$ cat src/rtl/ow_prog_pkg.sv
package ow_prog_pkg;

  typedef enum logic [1:0] {
    OP_RESET = 2'd0,
    OP_WBYTE = 2'd1,
    OP_WSLOT = 2'd2,
    OP_RBYTE = 2'd3
  } ow_op_e;

  typedef enum logic [3:0] {
    S_IDLE, S_RST1, S_SKIP, S_DLY1, S_RST2, S_WCMD, S_WSLOT,
    S_WDLY, S_DLY2, S_RST3, S_RCMD, S_RBYTE, S_FIN
  } seq_state_e;

  localparam logic [7:0] CMD_SKIP   = 8'hCC;
  localparam logic [7:0] CMD_WRID   = 8'hD5;
  localparam logic [7:0] CMD_READID = 8'h33;
  localparam logic [7:0] CRC_POLY_R = 8'h8C;

  localparam int ST_CRC_FIX = 0;
  localparam int ST_FAM_FIX = 1;
  localparam int ST_NP2     = 2;
  localparam int ST_NP3     = 3;
  localparam int ST_VERIFY  = 4;
  localparam int ST_ZERO    = 5;
  localparam int ST_ERR     = 7;

endpackage

$ cat src/rtl/ow_id_fix.sv
module ow_id_fix #(
  parameter int         ID_BYTES    = 8,
  parameter logic [7:0] FAMILY_CODE = 8'h01
) (
  input  logic [ID_BYTES*8-1:0] id_raw,
  output logic [ID_BYTES*8-1:0] id_fixed,
  output logic                  fam_fixed,
  output logic                  crc_fixed,
  output logic                  all_zero
);
  import ow_prog_pkg::*;

  localparam int IDW  = ID_BYTES * 8;
  localparam int MSGW = IDW - 8;

  logic [MSGW-1:0] msg;
  logic [7:0]      chain [0:MSGW];

  assign msg = {id_raw[MSGW-1:8], FAMILY_CODE};
  assign chain[0] = 8'h00;

  for (genvar i = 0; i < MSGW; i++) begin : g_crc
    assign chain[i+1] = {1'b0, chain[i][7:1]} ^
                        ((chain[i][0] ^ msg[i]) ? CRC_POLY_R : 8'h00);
  end

  assign fam_fixed = (id_raw[7:0] != FAMILY_CODE);
  assign crc_fixed = (id_raw[IDW-1:MSGW] != chain[MSGW]);
  assign all_zero  = (id_raw == '0);
  assign id_fixed  = {chain[MSGW], msg};

endmodule

$ cat src/rtl/ow_delay_timer.sv
module ow_delay_timer #(
  parameter int W = 8
) (
  input  logic         clk,
  input  logic         rst_n,
  input  logic         run,
  input  logic [W-1:0] limit,
  output logic         expired
);
  logic [W-1:0] cnt_q, cnt_d;
  logic         cnt_en;

  assign expired = run && (cnt_q == limit - 1'b1);
  assign cnt_en  = run || (cnt_q != '0);

  always_comb begin
    cnt_d = cnt_q + 1'b1;
    if (!run || expired) cnt_d = '0;
  end

  always_ff @(posedge clk or negedge rst_n) begin
    if (!rst_n)      cnt_q <= '0;
    else if (cnt_en) cnt_q <= cnt_d;
  end

  // a running count never passes its limit
  p_timer_bound_r5: assert property (@(posedge clk) disable iff (!rst_n)
    run |-> (cnt_q < limit));

endmodule

$ cat src/rtl/ow_key_prog.sv
module ow_key_prog #(
  parameter int         SKIP_DLY    = 500,
  parameter int         BIT_DLY     = 500000,
  parameter int         VERIFY_DLY  = 500,
  parameter logic [7:0] FAMILY_CODE = 8'h01
) (
  input  logic        clk,
  input  logic        rst_n,
  input  logic        start,
  input  logic [63:0] id_in,
  output logic        busy,
  output logic        done,
  output logic [7:0]  status,
  output logic        bus_req,
  output logic [1:0]  bus_op,
  output logic [7:0]  bus_wdata,
  input  logic        bus_ack,
  input  logic        bus_presence,
  input  logic [7:0]  bus_rdata
);
  import ow_prog_pkg::*;

  localparam int ID_BYTES = 8;
  localparam int IDW      = ID_BYTES * 8;
  localparam int IXW      = $clog2(IDW);
  localparam int DMAX1    = (SKIP_DLY > VERIFY_DLY) ? SKIP_DLY : VERIFY_DLY;
  localparam int DMAX     = (DMAX1 > BIT_DLY) ? DMAX1 : BIT_DLY;
  localparam int DW       = $clog2(DMAX + 1);

  seq_state_e     state_q, state_d;
  logic [IDW-1:0] id_q, id_d, rb_q, rb_d, id_fixed;
  logic [IXW-1:0] idx_q, idx_d;
  logic [7:0]     status_q, status_d;
  logic           done_q, done_d;
  logic           fam_fixed, crc_fixed, all_zero;
  logic           tmr_run, tmr_exp;
  logic [DW-1:0]  tmr_limit;
  logic           id_en, rb_en;
  ow_op_e         op;

  ow_id_fix #(.ID_BYTES(ID_BYTES), .FAMILY_CODE(FAMILY_CODE)) i_fix (
    .id_raw(id_in), .id_fixed(id_fixed), .fam_fixed(fam_fixed),
    .crc_fixed(crc_fixed), .all_zero(all_zero));

  ow_delay_timer #(.W(DW)) i_tmr (
    .clk(clk), .rst_n(rst_n), .run(tmr_run), .limit(tmr_limit),
    .expired(tmr_exp));

  always_comb begin
    state_d   = state_q;
    id_d      = id_q;
    rb_d      = rb_q;
    idx_d     = idx_q;
    status_d  = status_q;
    done_d    = done_q;
    bus_req   = 1'b0;
    op        = OP_RESET;
    bus_wdata = 8'h00;
    tmr_run   = 1'b0;
    tmr_limit = '0;
    case (state_q)
      S_IDLE: if (start) begin
        done_d = 1'b0;
        if (all_zero) begin
          status_d = '0;
          status_d[ST_ERR]  = 1'b1;
          status_d[ST_ZERO] = 1'b1;
          done_d = 1'b1;
        end else begin
          id_d     = id_fixed;
          status_d = '0;
          status_d[ST_FAM_FIX] = fam_fixed;
          status_d[ST_CRC_FIX] = crc_fixed;
          state_d  = S_RST1;
        end
      end
      S_RST1: begin
        bus_req = 1'b1;
        if (bus_ack) begin
          if (!bus_presence) begin
            status_d[ST_ERR] = 1'b1;
            done_d = 1'b1;
            state_d = S_IDLE;
          end else state_d = S_SKIP;
        end
      end
      S_SKIP: begin
        bus_req = 1'b1; op = OP_WBYTE; bus_wdata = CMD_SKIP;
        if (bus_ack) state_d = S_DLY1;
      end
      S_DLY1: begin
        tmr_run = 1'b1; tmr_limit = DW'(SKIP_DLY);
        if (tmr_exp) state_d = S_RST2;
      end
      S_RST2: begin
        bus_req = 1'b1;
        if (bus_ack) begin
          if (!bus_presence) begin
            status_d[ST_ERR] = 1'b1;
            status_d[ST_NP2] = 1'b1;
            done_d = 1'b1;
            state_d = S_IDLE;
          end else state_d = S_WCMD;
        end
      end
      S_WCMD: begin
        bus_req = 1'b1; op = OP_WBYTE; bus_wdata = CMD_WRID;
        if (bus_ack) begin
          idx_d = '0;
          state_d = S_WSLOT;
        end
      end
      S_WSLOT: begin
        bus_req = 1'b1; op = OP_WSLOT; bus_wdata = {7'b0, ~id_q[idx_q]};
        if (bus_ack) state_d = S_WDLY;
      end
      S_WDLY: begin
        tmr_run = 1'b1; tmr_limit = DW'(BIT_DLY);
        if (tmr_exp) begin
          idx_d = idx_q + 1'b1;
          state_d = (idx_q == IXW'(IDW - 1)) ? S_DLY2 : S_WSLOT;
        end
      end
      S_DLY2: begin
        tmr_run = 1'b1; tmr_limit = DW'(VERIFY_DLY);
        if (tmr_exp) state_d = S_RST3;
      end
      S_RST3: begin
        bus_req = 1'b1;
        if (bus_ack) begin
          if (!bus_presence) begin
            status_d[ST_ERR] = 1'b1;
            status_d[ST_NP3] = 1'b1;
            done_d = 1'b1;
            state_d = S_IDLE;
          end else state_d = S_RCMD;
        end
      end
      S_RCMD: begin
        bus_req = 1'b1; op = OP_WBYTE; bus_wdata = CMD_READID;
        if (bus_ack) begin
          idx_d = '0;
          state_d = S_RBYTE;
        end
      end
      S_RBYTE: begin
        bus_req = 1'b1; op = OP_RBYTE;
        if (bus_ack) begin
          rb_d[{idx_q[2:0], 3'b000} +: 8] = bus_rdata;
          idx_d = idx_q + 1'b1;
          if (idx_q[2:0] == 3'd7) state_d = S_FIN;
        end
      end
      S_FIN: begin
        if (rb_q != id_q) begin
          status_d[ST_ERR]    = 1'b1;
          status_d[ST_VERIFY] = 1'b1;
        end
        done_d = 1'b1;
        state_d = S_IDLE;
      end
      default: state_d = S_IDLE;
    endcase
  end

  assign id_en = (state_q == S_IDLE) && start && !all_zero;
  assign rb_en = (state_q == S_RBYTE) && bus_ack;

  always_ff @(posedge clk or negedge rst_n) begin
    if (!rst_n) begin
      state_q  <= S_IDLE;
      idx_q    <= '0;
      status_q <= '0;
      done_q   <= 1'b0;
    end else begin
      state_q  <= state_d;
      idx_q    <= idx_d;
      status_q <= status_d;
      done_q   <= done_d;
    end
  end

  always_ff @(posedge clk or negedge rst_n) begin
    if (!rst_n) begin
      id_q <= '0;
      rb_q <= '0;
    end else begin
      if (id_en) id_q <= id_d;
      if (rb_en) rb_q <= rb_d;
    end
  end

  assign busy   = (state_q != S_IDLE);
  assign done   = done_q;
  assign status = status_q;
  assign bus_op = op;

  // no bus traffic while idle (covers the rejected all-zero case)
  p_idle_quiet_r1: assert property (@(posedge clk) disable iff (!rst_n)
    !busy |-> !bus_req);
  // busy and done exclusive
  p_flags_excl_r10: assert property (@(posedge clk) disable iff (!rst_n)
    !(busy && done));
  // result held until the next start
  p_hold_r10: assert property (@(posedge clk) disable iff (!rst_n)
    (done && !start) |=> (done && $stable(status)));
  // a success code has no bits above bit 1
  p_ok_codes_r9: assert property (@(posedge clk) disable iff (!rst_n)
    (done && !status[ST_ERR]) |-> (status[7:2] == 6'd0));
  // second-reset failure always flagged as error
  p_np2_err_r7: assert property (@(posedge clk) disable iff (!rst_n)
    (done && status[ST_NP2]) |-> status[ST_ERR]);
  // third-reset failure always flagged as error
  p_np3_err_r8: assert property (@(posedge clk) disable iff (!rst_n)
    (done && status[ST_NP3]) |-> status[ST_ERR]);
  // request payload held until acknowledged
  p_req_stable_r4: assert property (@(posedge clk) disable iff (!rst_n)
    (bus_req && !bus_ack) |=> (bus_req && $stable(bus_op) && $stable(bus_wdata)));

endmodule

$ cat config.mk
export PLATFORM = sky130hd
export DESIGN_NAME = ow_key_prog
export DESIGN_NICKNAME = d
export VERILOG_FILES = /design/src/rtl/ow_prog_pkg.sv /design/src/rtl/ow_id_fix.sv /design/src/rtl/ow_delay_timer.sv /design/src/rtl/ow_key_prog.sv
export SDC_FILE = /design/constraint.sdc
export NUM_CORES = 1
export LEC_CHECK = 0
export BUFFER_PORTS_ARGS = -buffer_cell sky130_fd_sc_hd__buf_4
export CORE_MARGIN = 2
export CORE_UTILIZATION = 40
export DETAILED_ROUTE_END_ITERATION = 16
export PLACE_DENSITY_LB_ADDON = 0.05
export SLEW_MARGIN = 20
export SYNTH_ARGS = -nofsm -noshare
export SYNTH_HDL_FRONTEND = slang
export SYNTH_HIERARCHICAL = 1
export SYNTH_SLANG_ARGS = --single-unit
$ cat constraint.sdc
create_clock -name clk -period 9.3 [get_ports clk]
set_clock_uncertainty 0.1 [all_clocks]
set_input_delay 0.93 -clock clk [delete_from_list [all_inputs] [get_ports clk]]
set_output_delay 0.93 -clock clk [all_outputs]
set_load 0.005 [all_outputs]
Word level (Yosys, flattened, before mapping)
Cells that the tools add are included.

Add/subtract/negate cells: 4. Equality and inequality tests: 38. Reduce and logical (&&, ||, !) cells: 33. Bitwise gates (word level): 97. $lt $le $gt $ge: 1. Shift-type cells: 2. Muxes and demuxes: 92.

Operators with widths (count): 2-to-1 mux 8 bit (50); bitwise XOR 7 x 8 -> 8 bit (47); bitwise mux 64 bit (1); logical NOT 64 bit (1); 2-to-1 mux 4 bit (16); inequality test 64 bit (1); variable shift 8 x 8 -> 64 bit (first input constant) (1); variable part select 8 x 8 -> 64 bit (1); one-hot mux 4 bit (12 select lines) (1); bitwise XOR 1 bit (47); one-hot mux 19 bit (2 select lines) (1); one-hot mux 8 bit (4 select lines) (1); inequality test 2 bit (second input constant) (15); == test 4 bit (second input constant) (5); AND reduction 4 bit (5); adder 19 x 1 -> 19 bit (second input constant) (1); == test 19 bit (1); 2-to-1 mux 19 bit (1); nonzero test 19 bit (1); subtractor 19 x 1 -> 19 bit (second input constant) (1); 2-to-1 mux 6 bit (3); one-hot mux 6 bit (3 select lines) (1); == test 4 x 3 -> 1 bit (second input constant) (4); AND reduction 14 bit (1); 32 further kinds (60).

Register bits after elaboration: 159. Output and inout port bits: 21. Logic and storage cells: 278. Input bits: 77.

Longest topological paths before layout
Gate-level depths: netlist of run 1.

Depth after elaboration: 147. Depth in mapped cells: 18. Gate-level depth less buffers: 17.

Cells and area by module
The synthesis of run 1 kept the hierarchy.

Modules (own cells, without submodules): ow_key_prog (cells an instance 562, area each 7359.6 um2, instances 1); ow_id_fix (cells an instance 217, area each 2393.5 um2, instances 1); ow_delay_timer (cells an instance 189, area each 1612.8 um2, instances 1).

Worst setup path after synthesis of run 1
Ideal clock, no wire load.

Path kind: input to register. Start point: input port id_in[8]. End point: register status_q[0], in the netlist status[0]. Arrival time: 4.362 ns. Stages: 14. Buffers on the path: 0. Setup time: 0.131 ns. Setup slack: 4.707 ns. Cells stage by stage: inv_1 ha_1 xor2_2 xnor3_2 xor2_1 xnor3_2 xnor2_2 xnor3_2 xor3_2 xnor2_2 mux2i_1 nand4_1 nand2_1 o21ai_0.

Cells in the longest elaborated chain, start to end: 81.

Ends and longest elaborated chain: start: declaration (RTL line ow_key_prog.sv:10) `input logic [63:0] id_in,`; 2-to-1 mux 8 bit (*) (RTL line ow_id_fix.sv:24) `((chain[i][0] ^ msg[i]) ? CRC_POLY_R : 8'h00);`; NOT 5 bit (no line); bitwise XOR 7 x 8 -> 8 bit (*) (2 in series) (RTL line ow_id_fix.sv:23) `assign chain[i+1] = {1'b0, chain[i][7:1]} ^`; bitwise XOR 1 bit / bitwise XOR 7 x 8 -> 8 bit (equally long branches) (RTL line ow_id_fix.sv:24, ow_id_fix.sv:23); 2-to-1 mux 8 bit / bitwise XOR 1 bit (equally long branches) (RTL line ow_id_fix.sv:24); bitwise XOR 7 x 8 -> 8 bit (*) (3 in series) (RTL line ow_id_fix.sv:23); bitwise XOR 1 bit / bitwise XOR 7 x 8 -> 8 bit (equally long branches) (RTL line ow_id_fix.sv:24, ow_id_fix.sv:23); 2-to-1 mux 8 bit / bitwise XOR 1 bit (equally long branches) (RTL line ow_id_fix.sv:24); (+60 left out); bitwise XOR 7 x 8 -> 8 bit (*) (4 in series) (RTL line ow_id_fix.sv:23); bitwise XOR 1 bit (*) (RTL line ow_id_fix.sv:24); 2-to-1 mux 8 bit (*) (RTL line ow_id_fix.sv:24); bitwise XOR 7 x 8 -> 8 bit (*) (2 in series) (RTL line ow_id_fix.sv:23); via id_fixed[62] (RTL line ow_key_prog.sv:31) `logic [IDW-1:0] id_q, id_d, rb_q, rb_d, id_fixed;`; inequality test 8 bit (*) (RTL line ow_id_fix.sv:28) `assign crc_fixed = (id_raw[IDW-1:MSGW] != chain[MSGW]);`; via crc_fixed (RTL line ow_key_prog.sv:35) `logic fam_fixed, crc_fixed, all_zero;`; 2-to-1 mux 8 bit (*) (RTL line ow_key_prog.sv:64) `if (all_zero) begin`; end signal: assignment (RTL line ow_key_prog.sv:178) `status_q <= status_d;`; end: declaration (RTL line ow_key_prog.sv:33) `logic [7:0] status_q, status_d;`.

Mark *: on every way through the listed nets, which the timed path passes. The rest lies on a longest branch. A chain may end at the register's enable or synchronous reset.

Worst setup path after layout of run 1
Start point: register state_q[2]. End point: register idx_q[5].

Cells in the longest elaborated chain, start to end: 8.

Ends and longest elaborated chain: start: declaration (RTL line ow_key_prog.sv:30) `seq_state_e state_q, state_d;`; start signal: assignment (RTL line ow_key_prog.sv:176) `state_q <= state_d;`; == test 4 bit / == test 4 x 2 -> 1 bit (equally long branches) (RTL line ow_key_prog.sv:61) `case (state_q)`; OR reduction 2 bit (no line); one-hot mux 19 bit (2 select lines) (*) (RTL line ow_key_prog.sv:61); via tmr_limit[5] (RTL line ow_key_prog.sv:37) `logic [DW-1:0] tmr_limit;`; subtractor 19 x 1 -> 19 bit (*) (RTL line ow_delay_timer.sv:13) `assign expired = run && (cnt_q == limit - 1'b1);`; == test 19 bit (*) (RTL line ow_delay_timer.sv:13); logical AND 1 bit (*) (RTL line ow_delay_timer.sv:13); via tmr_exp (RTL line ow_key_prog.sv:36) `logic tmr_run, tmr_exp;`; inequality test 2 x 1 -> 1 bit (no line) (*); AND reduction 4 bit (no line) (*); end signal: assignment (RTL line ow_key_prog.sv:177) `idx_q <= idx_d;`; end: declaration (RTL line ow_key_prog.sv:32) `logic [IXW-1:0] idx_q, idx_d;`.

Marks and branches as above.

==> summary.md, run 1 <==
| Metric | Value |
|---|---|
| # diodes | 0 |
| WL/cell | 22.27 um |
| Placement Setup Slack | 4.255 ns |
| Slew Limit Fails | 0 |
| Initial detailed-routing violation count | 577 |
| Number of CTS-inserted buffers | 17 |
| Max VDD drop | 1.094 mV |
| Most frequent cells in the layout | 165 x dfrtp_1, 131 x mux2_2, 102 x buf_4 |
| Sw frac | 41.31% |
| Max_slew headroom | 30.60% |
| FP Rows | 61 |
| Final Critical Period | 5.028 ns |
| Leak pwr | 5.892 nW |
| FF+latch count, synth | 165 |
| Clk_lat worst skew | 0.43 ns |
| H-Tree Level Count | 4 |
| Ports | 98 |
| Max clock buf depth | 2 |
| Nets | 1,115 |
| Port Buf Inserts | 96 |
| Sequential share of the synthesized area | 36.33% |
| Crit end category | flip-flop |
| Clock power share | 12.8% |
| Area delta synth->final | 11.86% |
| Startpoint Class | flip-flop |
| R2R depth | 16 |
| Tightest Pin Transition | 1.031 ns |
| Flop pwr share | 19.4% |
| Min setup slack post-route | 4.272 ns |
| Effective utilization at floorplan | 40.80% |
| Hold path cells | 2 |
| Yosys warning total | 6 |
| Drt total wl | 31.57 mm |
| Util after Layout | 45.64% |
| GPL Wtd Cong | 0.8370 |
| Final Setup Violations | 0 |
| Hold-fix buffers, CTS | 0 |
| Clock sink total | 165 |
| Final Power | 5.919 mW |
| Die area | 0.02978 mm2 |
| Layout cells sized above 1 | 30.00% |
| Maximum fanout along the worst path | 17 |
| PostCTS Resize Cnt | 0 |
| Post-synth EDFFs | 0 |
| Reg clk slew, reported paths | 0.07 ns |
| DR DRC count | 0 |
| Via density | 5.274 |
| Most common cell after layout, fill and taps aside | dfrtp_1 |
| P_int | 3.474 mW |
| Core Area | 0.02786 mm2 |
| Initial antenna violation count | 1 |
| HP Class | flip-flop to flip-flop |
| Die X | 172.6 um |
| Vias in the first global route | 7,332 |
| Fmax | 198.9 MHz |
| Synth Area per Inst | 11.74 um2 |
| Die Height | 172.6 um |
| Post-CTS Setup Inserts | 0 |
| Fill count | 2,629 |
| RSZ-0062 raised after global routing | no |
| Comb pwr share | 67.8% |
| Kind of critical path | flip-flop to flip-flop |
| Via count | 7,479 |
| CP arrival | 5.22 ns |
| Hold Vio Cnt, Final | 0 |
| Synthesized cell area | 0.01137 mm2 |
| CTS tree | done |
| Final worst path period share | 54.06% |
| Switching pwr | 2.445 mW |
| TritonRoute pass-1 iters | 4 |
| Cell Pwr Density | 465.6 mW/mm2 |
| Status | finished, final reports clean |
| Final global-route overflow total | 0 |
| First-pass GRT wire length | 48.19 mm |
| Ys async rst share | 100.0% |
| Final ANT Viol Nets | 0 |
| Largest net degree at the start of global routing | 102 |
| Post-synth cell types | 76 |
| Mapped Cells | 968 |
| Setup TNS | 0 ns |
| Main synth FF type | dfrtp_1 |
| Max-cap check violation count | 0 |
| Post-DP HPWL | 24.56 mm |
| Total track usage | 21.72% |
| Data required, critical path | 9.49 ns |
| Clk root buf | clkbuf_16 |
==> cell type report <==
type | count | area, um2 | share of cell area, %
clock inverters | 8 | 150.1 | 1.181
well taps | 378 | 473.0 | 3.720
clock buffers | 21 | 470.5 | 3.700
inverters | 21 | 78.83 | 0.6200
flip-flops and latches | 165 | 4129 | 32.48
multi-input cells | 722 | 6635 | 52.19
repair buffers | 103 | 777.0 | 6.112
==> cell usage after synthesis (all sizes together), types with 2 or more instances <==
cell	count	area share [%]
dfrtp	165	36
mux2	131	13
xor2	93	7.3
xnor2	91	8.0
buf	84	5.5
nor4	37	2.0
xnor3	34	6.8
nand2	33	1.1
a21oi	32	1.4
nor2	30	0.99
inv	21	0.69
nand3	19	0.84
nand4	18	0.99
mux4	17	3.6
nor3	16	0.95
clkbuf	15	0.51
o21ai	15	0.69
and3	8	0.44
ha	8	0.88
mux2i	8	0.70
nor2b	8	0.44
o22ai	8	0.50
nand2b	6	0.33
or4	6	0.46
a31oi	5	0.28
or2	5	0.28
xor3	5	1.1
o211ai	4	0.26
a211oi	3	0.20
conb	3	0.099
nand3b	3	0.20
o21a	3	0.20
a32o	2	0.18
and2	2	0.11
and4	2	0.15
nor4b	2	0.15
o2111a	2	0.20
o311a	2	0.18
o32ai	2	0.32
or3	2	0.11
or3b	2	0.15
==> power by group through the flow <==
stage	Sequential (mW)	Combinational (mW)	Clock [mW]
5_1_grt	1.17	4.38	0.805
3_3_place_gp	1.16	4.05	0
2_1_floorplan	1.02	3.31	0
3_5_place_dp	1.16	4.05	0
6_report	1.15	4.02	0.758
4_1_cts	1.15	4.06	0.773
==> layer usage <==
layer	global-route usage, %	up-vias	share of wire, %	routed length, um
met5	0	-	0.032	10
met4	5.164	2	1.4	444
met3	3.628	23	3.2	1019
met2	31.86	130	44	13920
met1	33.28	3830	51	16170
li1	-	3494	-	-
==> registers in the layout, indices dropped and copies added, names as in the netlist <==
register     count
status           7
done             1
id_q            64
rb_q            64
idx_q            6
i_tmr/cnt_q     19
state_q          4
==> per-stage QoR <==
step | cell area (um2) | hold slack [ns] | cells
global route | 12710 | 0.4029 | 1418
floorplan | 11510 | 0.3733 | 1007
finish | 12710 | 0.3808 | 1418
global placement | 12080 | 0.3625 | 1388
CTS | 12700 | 0.3854 | 1417
detailed placement | 12080 | 0.3716 | 1388
==> cell families (layout without fill, tap and decap cells) <==
kind of cell	Yosys count	after routing	synth area share [%]
and+or+nand+nor	204	204	10.11
buffers and inverters	120	153	6.715
DFF	165	165	36.33
xor gates and xnor gates	223	223	23.15
AOI/OAI and AO/OA	89	89	5.438
other	3	42	0.09907
adders and majority gates	8	8	0.8807
muxes	156	156	17.28
==> final timing paths <==
path	endpoint	slack [ns]	from
setup / recovery	idx_q[5]$_DFFE_PN0P_	4.27	state_q[2]$_DFFE_PN0P_
hold / removal	status[5]$_DFFE_PN0P_	0.38	status[5]$_DFFE_PN0P_
setup reg to reg	idx_q[5]$_DFFE_PN0P_	4.27	state_q[2]$_DFFE_PN0P_
hold reg to reg	status[5]$_DFFE_PN0P_	0.38	status[5]$_DFFE_PN0P_
max in group asynchronous	rb_q[62]$_DFFE_PN0P_	7.14	rst_n
min in group asynchronous	id_q[31]$_DFFE_PN0P_	0.51	rst_n
==> worst max-delay path, cell delays in order (launching register included) <==
cell and delay, ns:
dfrtp_1 0.68, nand2b_1 0.42, o22ai_1 0.15, buf_4 0.22
or4_4 0.54, or4_4 0.49, or4_1 0.47, nand2_1 0.10
o21ai_2 0.09, nor4_1 0.30, and2_1 0.23, mux2i_1 0.12
o32ai_4 0.36, and4_1 0.27, and3_1 0.17, xnor2_1 0.11
a21oi_1 0.05
(Power assumes the default switching activity.)
==> run 2, diff against run 1 <==
==> constraint.sdc (replaced) <==
create_clock -name clk -period 4.8 [get_ports clk]
set_clock_uncertainty 0.1 [all_clocks]
set_input_delay 0.48 -clock clk [delete_from_list [all_inputs] [get_ports clk]]
set_output_delay 0.48 -clock clk [all_outputs]
set_load 0.005 [all_outputs]
==> run 2 against run 1 <==
The flow now finishes with violations (negative hold slack). Critical path type unchanged. Clock power increased by 87%. Setup slack worse by 3.9 ns. Utilization up 0.37 points. Power grew 95%. First-iteration DRC count grew 1.7%. Global-route usage grew 0.088 points. Critical path depth up 2. Via count rose by 0.66%. Combinational power is 97% higher. Highest routed layer is now met4. Worst hold slack got worse by 0.39 ns.
==> summary.md, run 2 (synthesis gave the netlist of run 1 again) <==
| Metric | Value |
|---|---|
| Post-DP HPWL | 24.84 mm (was 24.56 mm) |
| Top flop regs | id_q x64, rb_q x64, i_tmr/cnt_q x19 (unchanged) |
| Failing checks | negative hold slack |
| Hold Vio Cnt, Final | 2 (was 0) |
| Die area | 0.02978 mm2 (unchanged) |
| Hold-fix buffers, CTS | 0 (unchanged) |
| Util after Layout | 46.01% (was 45.64%) |
| Placement Setup Slack | 0.3864 ns (was 4.255 ns) |
| GPL Wtd Cong | 0.8410 (was 0.8370) |
| Most common cell after layout, fill and taps aside | dfrtp_1 (unchanged) |
| Status | finished with violations (was finished, final reports clean) |
| RSZ-0062 raised after global routing | no (unchanged) |
| Final Critical Period | 4.422 ns (was 5.028 ns) |
| WL/cell | 22.28 um (was 22.27 um) |
| HP Class | primary input to asynchronous set/reset pin (was flip-flop to flip-flop) |
| Initial detailed-routing violation count | 587 (was 577) |
| Startpoint Class | flip-flop (unchanged) |
| FP Rows | 61 (unchanged) |
| Final worst path period share | 92.13% (was 54.06%) |
| DR DRC count | 0 (unchanged) |
| Via density | 5.253 (was 5.274) |
| Final ANT Viol Nets | 0 (unchanged) |
| Setup TNS | 0 ns (unchanged) |
| Final Setup Violations | 0 (unchanged) |
| Min setup slack post-route | 0.3779 ns (was 4.272 ns) |
| # diodes | 0 (unchanged) |
| Final global-route overflow total | 0 (unchanged) |
| Data required, critical path | 5.00 ns (was 9.49 ns) |
| Effective utilization at floorplan | 40.80% (unchanged) |
| TritonRoute pass-1 iters | 7 (was 4) |
| Port Buf Inserts | 96 (unchanged) |
| Max clock buf depth | 2 (unchanged) |
| Ports | 98 (unchanged) |
| Die Height | 172.6 um (unchanged) |
| Max-cap check violation count | 0 (unchanged) |
| Number of CTS-inserted buffers | 17 (unchanged) |
| Max_slew headroom | 35.52% (was 30.60%) |
| WHS | -0.005252 ns (was 0.3808 ns) |
| Maximum fanout along the worst path | 16 (was 17) |
| Slew Limit Fails | 0 (unchanged) |
| Post-CTS Setup Inserts | 0 (unchanged) |
| Vias in the first global route | 7,492 (was 7,332) |
| Clk_lat worst skew | 0.43 ns (about the same) |
| Most frequent cells in the layout | 165 x dfrtp_1, 131 x mux2_2, 112 x buf_4 (was 165 x dfrtp_1, 131 x mux2_2, 102 x buf_4) |
| Crit end category | flip-flop (unchanged) |
| Largest net degree at the start of global routing | 85 (was 102) |
| Fmax | 226.1 MHz (was 198.9 MHz) |
| Clk root buf | clkbuf_16 (unchanged) |
| Final Power | 11.57 mW (was 5.919 mW) |
| Reg clk slew, reported paths | 0.07 ns (about the same) |
| CTS tree | done (unchanged) |
| Cell Pwr Density | 902.5 mW/mm2 (was 465.6 mW/mm2) |
| Kind of critical path | flip-flop to flip-flop (unchanged) |
| Layout cells sized above 1 | 30.90% (was 30.00%) |
| Area delta synth->final | 12.77% (was 11.86%) |
| Core Area | 0.02786 mm2 (unchanged) |
| Total track usage | 21.80% (was 21.72%) |
| Initial antenna violation count | 0 (was 1) |
| First-pass GRT wire length | 48.63 mm (was 48.19 mm) |
| Drt total wl | 31.93 mm (was 31.57 mm) |
| Die X | 172.6 um (unchanged) |
| Leak pwr | 5.948 nW (was 5.892 nW) |
| Max VDD drop | 2.130 mV (was 1.094 mV) |
| Via count | 7,528 (was 7,479) |
| Nets | 1,127 (was 1,115) |
| CP arrival | 4.62 ns (was 5.22 ns) |
| H-Tree Level Count | 4 (unchanged) |
| Clock sink total | 165 (unchanged) |
| Tightest Pin Transition | 0.9671 ns (was 1.031 ns) |
==> run 2: path summary, 6_finish.rpt <==
| path | startpoint | depth (start not counted) | endpoint | slack (ns) |
|---|---|---|---|---|
| hold / removal | rst_n | 1 | id_q[23]$_DFFE_PN0P_ | -0.005 |
| setup / recovery | state_q[1]$_DFFE_PN0P_ | 18 | idx_q[5]$_DFFE_PN0P_ | 0.38 |
| max in group asynchronous | rst_n | 2 | id_q[6]$_DFFE_PN0P_ | 3.66 |
| setup reg to reg | state_q[1]$_DFFE_PN0P_ | 18 | idx_q[5]$_DFFE_PN0P_ | 0.38 |
| hold reg to reg | status[5]$_DFFE_PN0P_ | 2 | status[5]$_DFFE_PN0P_ | 0.38 |
| min in group clk | bus_ack | 2 | idx_q[5]$_DFFE_PN0P_ | 0.19 |
==> run 2: per-layer routing <==
metal | up-vias | GRT usage, % | part of all wire [%]
li1 | 3505 | - | -
met1 | 3840 | 33.69 | 51
met2 | 168 | 32.71 | 44
met3 | 15 | 3.122 | 4.0
met4 | 0 | 3.811 | 0.84
met5 | - | 0 | 0
==> run 2: power by group <==
part | internal (mW) | switching (mW)
Combinational | 4.15 | 3.78
Clock | 0.828 | 0.588
Sequential | 1.73 | 0.498
Total | 6.70 | 4.87
==> run 2: layout make-up <==
| cell class | instances | area [um2] |
|---|---|---|
| repair buffers | 115 | 892.1 |
| clock inverters | 9 | 117.6 |
| fillers | 2621 | 15040 |
| clock buffers | 23 | 488.0 |
| well taps | 378 | 473.0 |
| inverters | 21 | 78.83 |
| multi-input cells | 722 | 6639 |
| flip-flops and latches | 165 | 4129 |
==> run 2: critical path, cell delays in order (launching register included) <==
cell,delay (ns)
dfrtp_1,0.42
nand2_1,0.18
nor2_1,0.06
a21oi_1,0.11
nor2_1,0.06
buf_4,0.19
or3_1,0.43
or4_1,0.55
xnor2_1,0.14
nor4_1,0.30
nand4_1,0.24
nor4_2,0.31
and2_1,0.24
mux2i_1,0.13
o32ai_4,0.22
and4_1,0.26
and3_1,0.18
xnor2_1,0.11
a21oi_1,0.05
==> run 2: what timing repair did <==
item / 4_1_cts / 5_1_grt
hold endpoints to repair: 0 / 0
gates resized for setup: 0 / 1
setup endpoints to repair: 0 / 3
==> run 2: per-stage QoR <==
step	instance area [um2]	cells
finish	12820	1433
global route	12820	1433
CTS	12810	1433
detailed placement	12210	1401
global placement	12210	1401
floorplan	11510	1007
==> run 3, diff against run 2 <==
==> constraint.sdc (replaced) <==
create_clock -name clk -period 4.8 [get_ports clk]
set_clock_uncertainty 0.1 [all_clocks]
set_input_delay 0.24 -clock clk [delete_from_list [all_inputs] [get_ports clk]]
set_output_delay 0.24 -clock clk [all_outputs]
set_load 0.005 [all_outputs]
==> run 3 against run 2 <==
The flow now finishes without violations. Cell count increased by 3.1%. Clock power is essentially flat. Combinational power about the same. Flip-flop and latch count stayed put. Worst hold slack better by 0.012 ns. Critical path depth is 2 lower. Via count up 1.8%. Critical path type is now primary input to flip-flop. Largest power group unchanged. Highest routed layer unchanged.
==> summary.md, run 3 (synthesis gave the netlist of run 1 again) <==
| Metric | Value |
|---|---|
| Status | finished, final reports clean (was finished with violations) |
| Via count | 7,664 (was 7,528) |
| Vias in the first global route | 7,678 (was 7,492) |
| CTS tree | done (unchanged) |
| Top flop regs | id_q x64, rb_q x64, i_tmr/cnt_q x19 (unchanged) |
| Grt met1 use | 33.30% (was 33.69%) |
| Most frequent cells in the layout | 165 x dfrtp_1, 131 x mux2_2, 117 x buf_4 (was 165 x dfrtp_1, 131 x mux2_2, 112 x buf_4) |
| H-Tree Level Count | 4 (unchanged) |
| Die Height | 172.6 um (unchanged) |
| Flop pwr share | 18.9% (was 19.2%) |
| Largest net degree at the start of global routing | 101 (was 85) |
| WL/cell | 21.60 um (was 22.28 um) |
| Startpoint Class | primary input (was flip-flop) |
| Max clock buf depth | 2 (unchanged) |
| Initial antenna violation count | 0 (unchanged) |
| Initial detailed-routing violation count | 603 (was 587) |
| Number of CTS-inserted buffers | 17 (unchanged) |
| CP arrival | 4.72 ns (was 4.62 ns) |
| Maximum fanout along the worst path | 5 (was 16) |
| Slew Limit Fails | 0 (unchanged) |
| Final Setup Violations | 0 (unchanged) |
| Data required, critical path | 5.00 ns (about the same) |
| Max-cap check violation count | 0 (unchanged) |
| GPL Wtd Cong | 0.8411 (was 0.8410) |
| Cell Pwr Density | 869.7 mW/mm2 (was 902.5 mW/mm2) |
| Setup TNS | 0 ns (unchanged) |
| DR DRC count | 0 (unchanged) |
| Nets | 1,172 (was 1,127) |
| Hold Vio Cnt, Final | 0 (was 2) |
| Post-DP HPWL | 24.54 mm (was 24.84 mm) |
| Clk_lat worst skew | 0.44 ns (was 0.43 ns) |
| Total track usage | 21.82% (was 21.80%) |
| Switching pwr | 4.857 mW (was 4.866 mW) |
| Final Critical Period | 4.515 ns (was 4.422 ns) |
| Final ANT Viol Nets | 0 (unchanged) |
| Final global-route overflow total | 0 (unchanged) |
| Port Buf Inserts | 96 (unchanged) |
| Max VDD drop | 2.486 mV (was 2.130 mV) |
| Util after Layout | 47.44% (was 46.01%) |
| Kind of critical path | primary input to flip-flop (was flip-flop to flip-flop) |
| Effective utilization at floorplan | 40.80% (unchanged) |
| GRT met2 Usage | 32.51% (was 32.71%) |
| Leak pwr | 6.124 nW (was 5.948 nW) |
| Met3 usage | 3.056% (was 3.122%) |
| FP Rows | 61 (unchanged) |
| GR peak layer | met1 (unchanged) |
| # diodes | 0 (unchanged) |
| First-pass GRT wire length | 48.69 mm (was 48.63 mm) |
| Max_slew headroom | 31.87% (was 35.52%) |
| Layout cells sized above 1 | 30.00% (was 30.90%) |
| Ports | 98 (unchanged) |
| Clk root buf | clkbuf_16 (unchanged) |
| Core Area | 0.02786 mm2 (unchanged) |
| Fmax | 221.5 MHz (was 226.1 MHz) |
| Drt total wl | 31.92 mm (was 31.93 mm) |
| TritonRoute pass-1 iters | 5 (was 7) |
| Fill count | 2,596 (was 2,621) |
| Final worst path period share | 94.06% (was 92.13%) |
| P_int | 6.637 mW (was 6.701 mW) |
| Die area | 0.02978 mm2 (unchanged) |
| RSZ-0062 raised after global routing | no (unchanged) |
| Reg clk slew, reported paths | 0.07 ns (about the same) |
| Sw frac | 42.25% (was 42.07%) |
| DP Area | 0.01218 mm2 (was 0.01221 mm2) |
| Clock sink total | 165 (unchanged) |
| HP Class | primary input to flip-flop (was primary input to asynchronous set/reset pin) |
| Clock power share | 12.2% (about the same) |
| Comb pwr share | 68.9% (was 68.5%) |
| Most common cell after layout, fill and taps aside | dfrtp_1 (unchanged) |
| Area delta synth->final | 16.28% (was 12.77%) |
| Finished layout cell area | 0.01322 mm2 (was 0.01282 mm2) |
| Via density | 5.185 (was 5.253) |
| Die X | 172.6 um (unchanged) |
| Crit end category | flip-flop (unchanged) |
| Tightest Pin Transition | 1.022 ns (was 0.9671 ns) |
[run 3: changes by cell type in the layout (fill, tap and decap cells not counted), sizes merged]
cell	previous run	this run
inv	23	29
buf	115	118
clkinv	2	3
bufinv	2	1
dlygate4sd3	0	42
clkbuf	23	17
[run 3: cell type report]
| type | count | area, um2 | area share [%] |
|---|---|---|---|
| multi-input cells | 722 | 6633 | 50.18 |
| flip-flops and latches | 165 | 4129 | 31.24 |
| repair buffers | 160 | 1310 | 9.912 |
| well taps | 378 | 473.0 | 3.579 |
| clock buffers | 17 | 425.4 | 3.219 |
| clock inverters | 15 | 167.7 | 1.269 |
| inverters | 21 | 78.83 | 0.5964 |
[run 3: worst max-delay path, stage by stage]
cell           delay [ns]
dlygate4sd3_1        0.55
buf_4                0.16
inv_1                0.05
ha_1                 0.32
xor2_2               0.34
xnor3_2              0.53
xor2_1               0.32
xnor3_1              0.56
xnor2_1              0.21
xnor2_1              0.37
xor3_2               0.41
xnor2_2              0.16
mux2i_1              0.20
nand4_1              0.14
nand2_1              0.09
o21ai_0              0.07
[run 3: final timing paths]
kind | from | endpoint | slack, ns | depth (start not counted)
setup reg to reg | state_q[1]$_DFFE_PN0P_ | idx_q[5]$_DFFE_PN0P_ | 0.36 | 18
max in group asynchronous | rst_n | id_q[59]$_DFFE_PN0P_ | 3.15 | 3
setup / recovery | id_in[8] | status[0]$_DFFE_PN0P_ | 0.28 | 16
hold / removal | id_in[19] | id_q[19]$_DFFE_PN0P_ | 0.007 | 2
min in group asynchronous | rst_n | id_q[15]$_DFFE_PN0P_ | 0.34 | 2
hold reg to reg | status[5]$_DFFE_PN0P_ | status[5]$_DFFE_PN0P_ | 0.38 | 2
[run 3: power by group through the flow]
stage	registers (mW)	clock network, mW	logic, mW
3_3_place_gp	2.19	0	7.95
3_5_place_dp	2.20	0	7.97
2_1_floorplan	1.97	0	6.41
5_1_grt	2.21	1.48	8.56
4_1_cts	2.17	1.42	8.03
6_report	2.17	1.40	7.93
[run 3: stage by stage]
stage | worst slack [ns] | power [mW] | std cells | hold WS, ns
4_1_cts | 0.2865 | 11.62 | 1475 | 0.0009047
3_5_place_dp | 0.3163 | 10.16 | 1401 | 0.3267
3_3_place_gp | 0.3536 | 10.15 | 1401 | 0.3295
6_report | 0.2850 | 11.49 | 1478 | 0.006843
2_1_floorplan | 0.3996 | 8.373 | 1007 | -0.1556
5_1_grt | 0.03719 | 12.26 | 1478 | 0.002785
[run 3: what timing repair did]
action,in CTS,in global routing
endpoints found under the hold margin,141,0
hold buffers,42,0
setup endpoints to repair,0,1
buffers inserted,0,3
gates resized for setup,0,0
[run 3: metal layers]
| layer | vias to the layer above | routed length, um |
|---|---|---|
| li1 | 3606 | - |
| met1 | 3854 | 16170 |
| met2 | 172 | 14020 |
| met3 | 32 | 1307 |
| met4 | 0 | 429 |
| met5 | - | 0 |
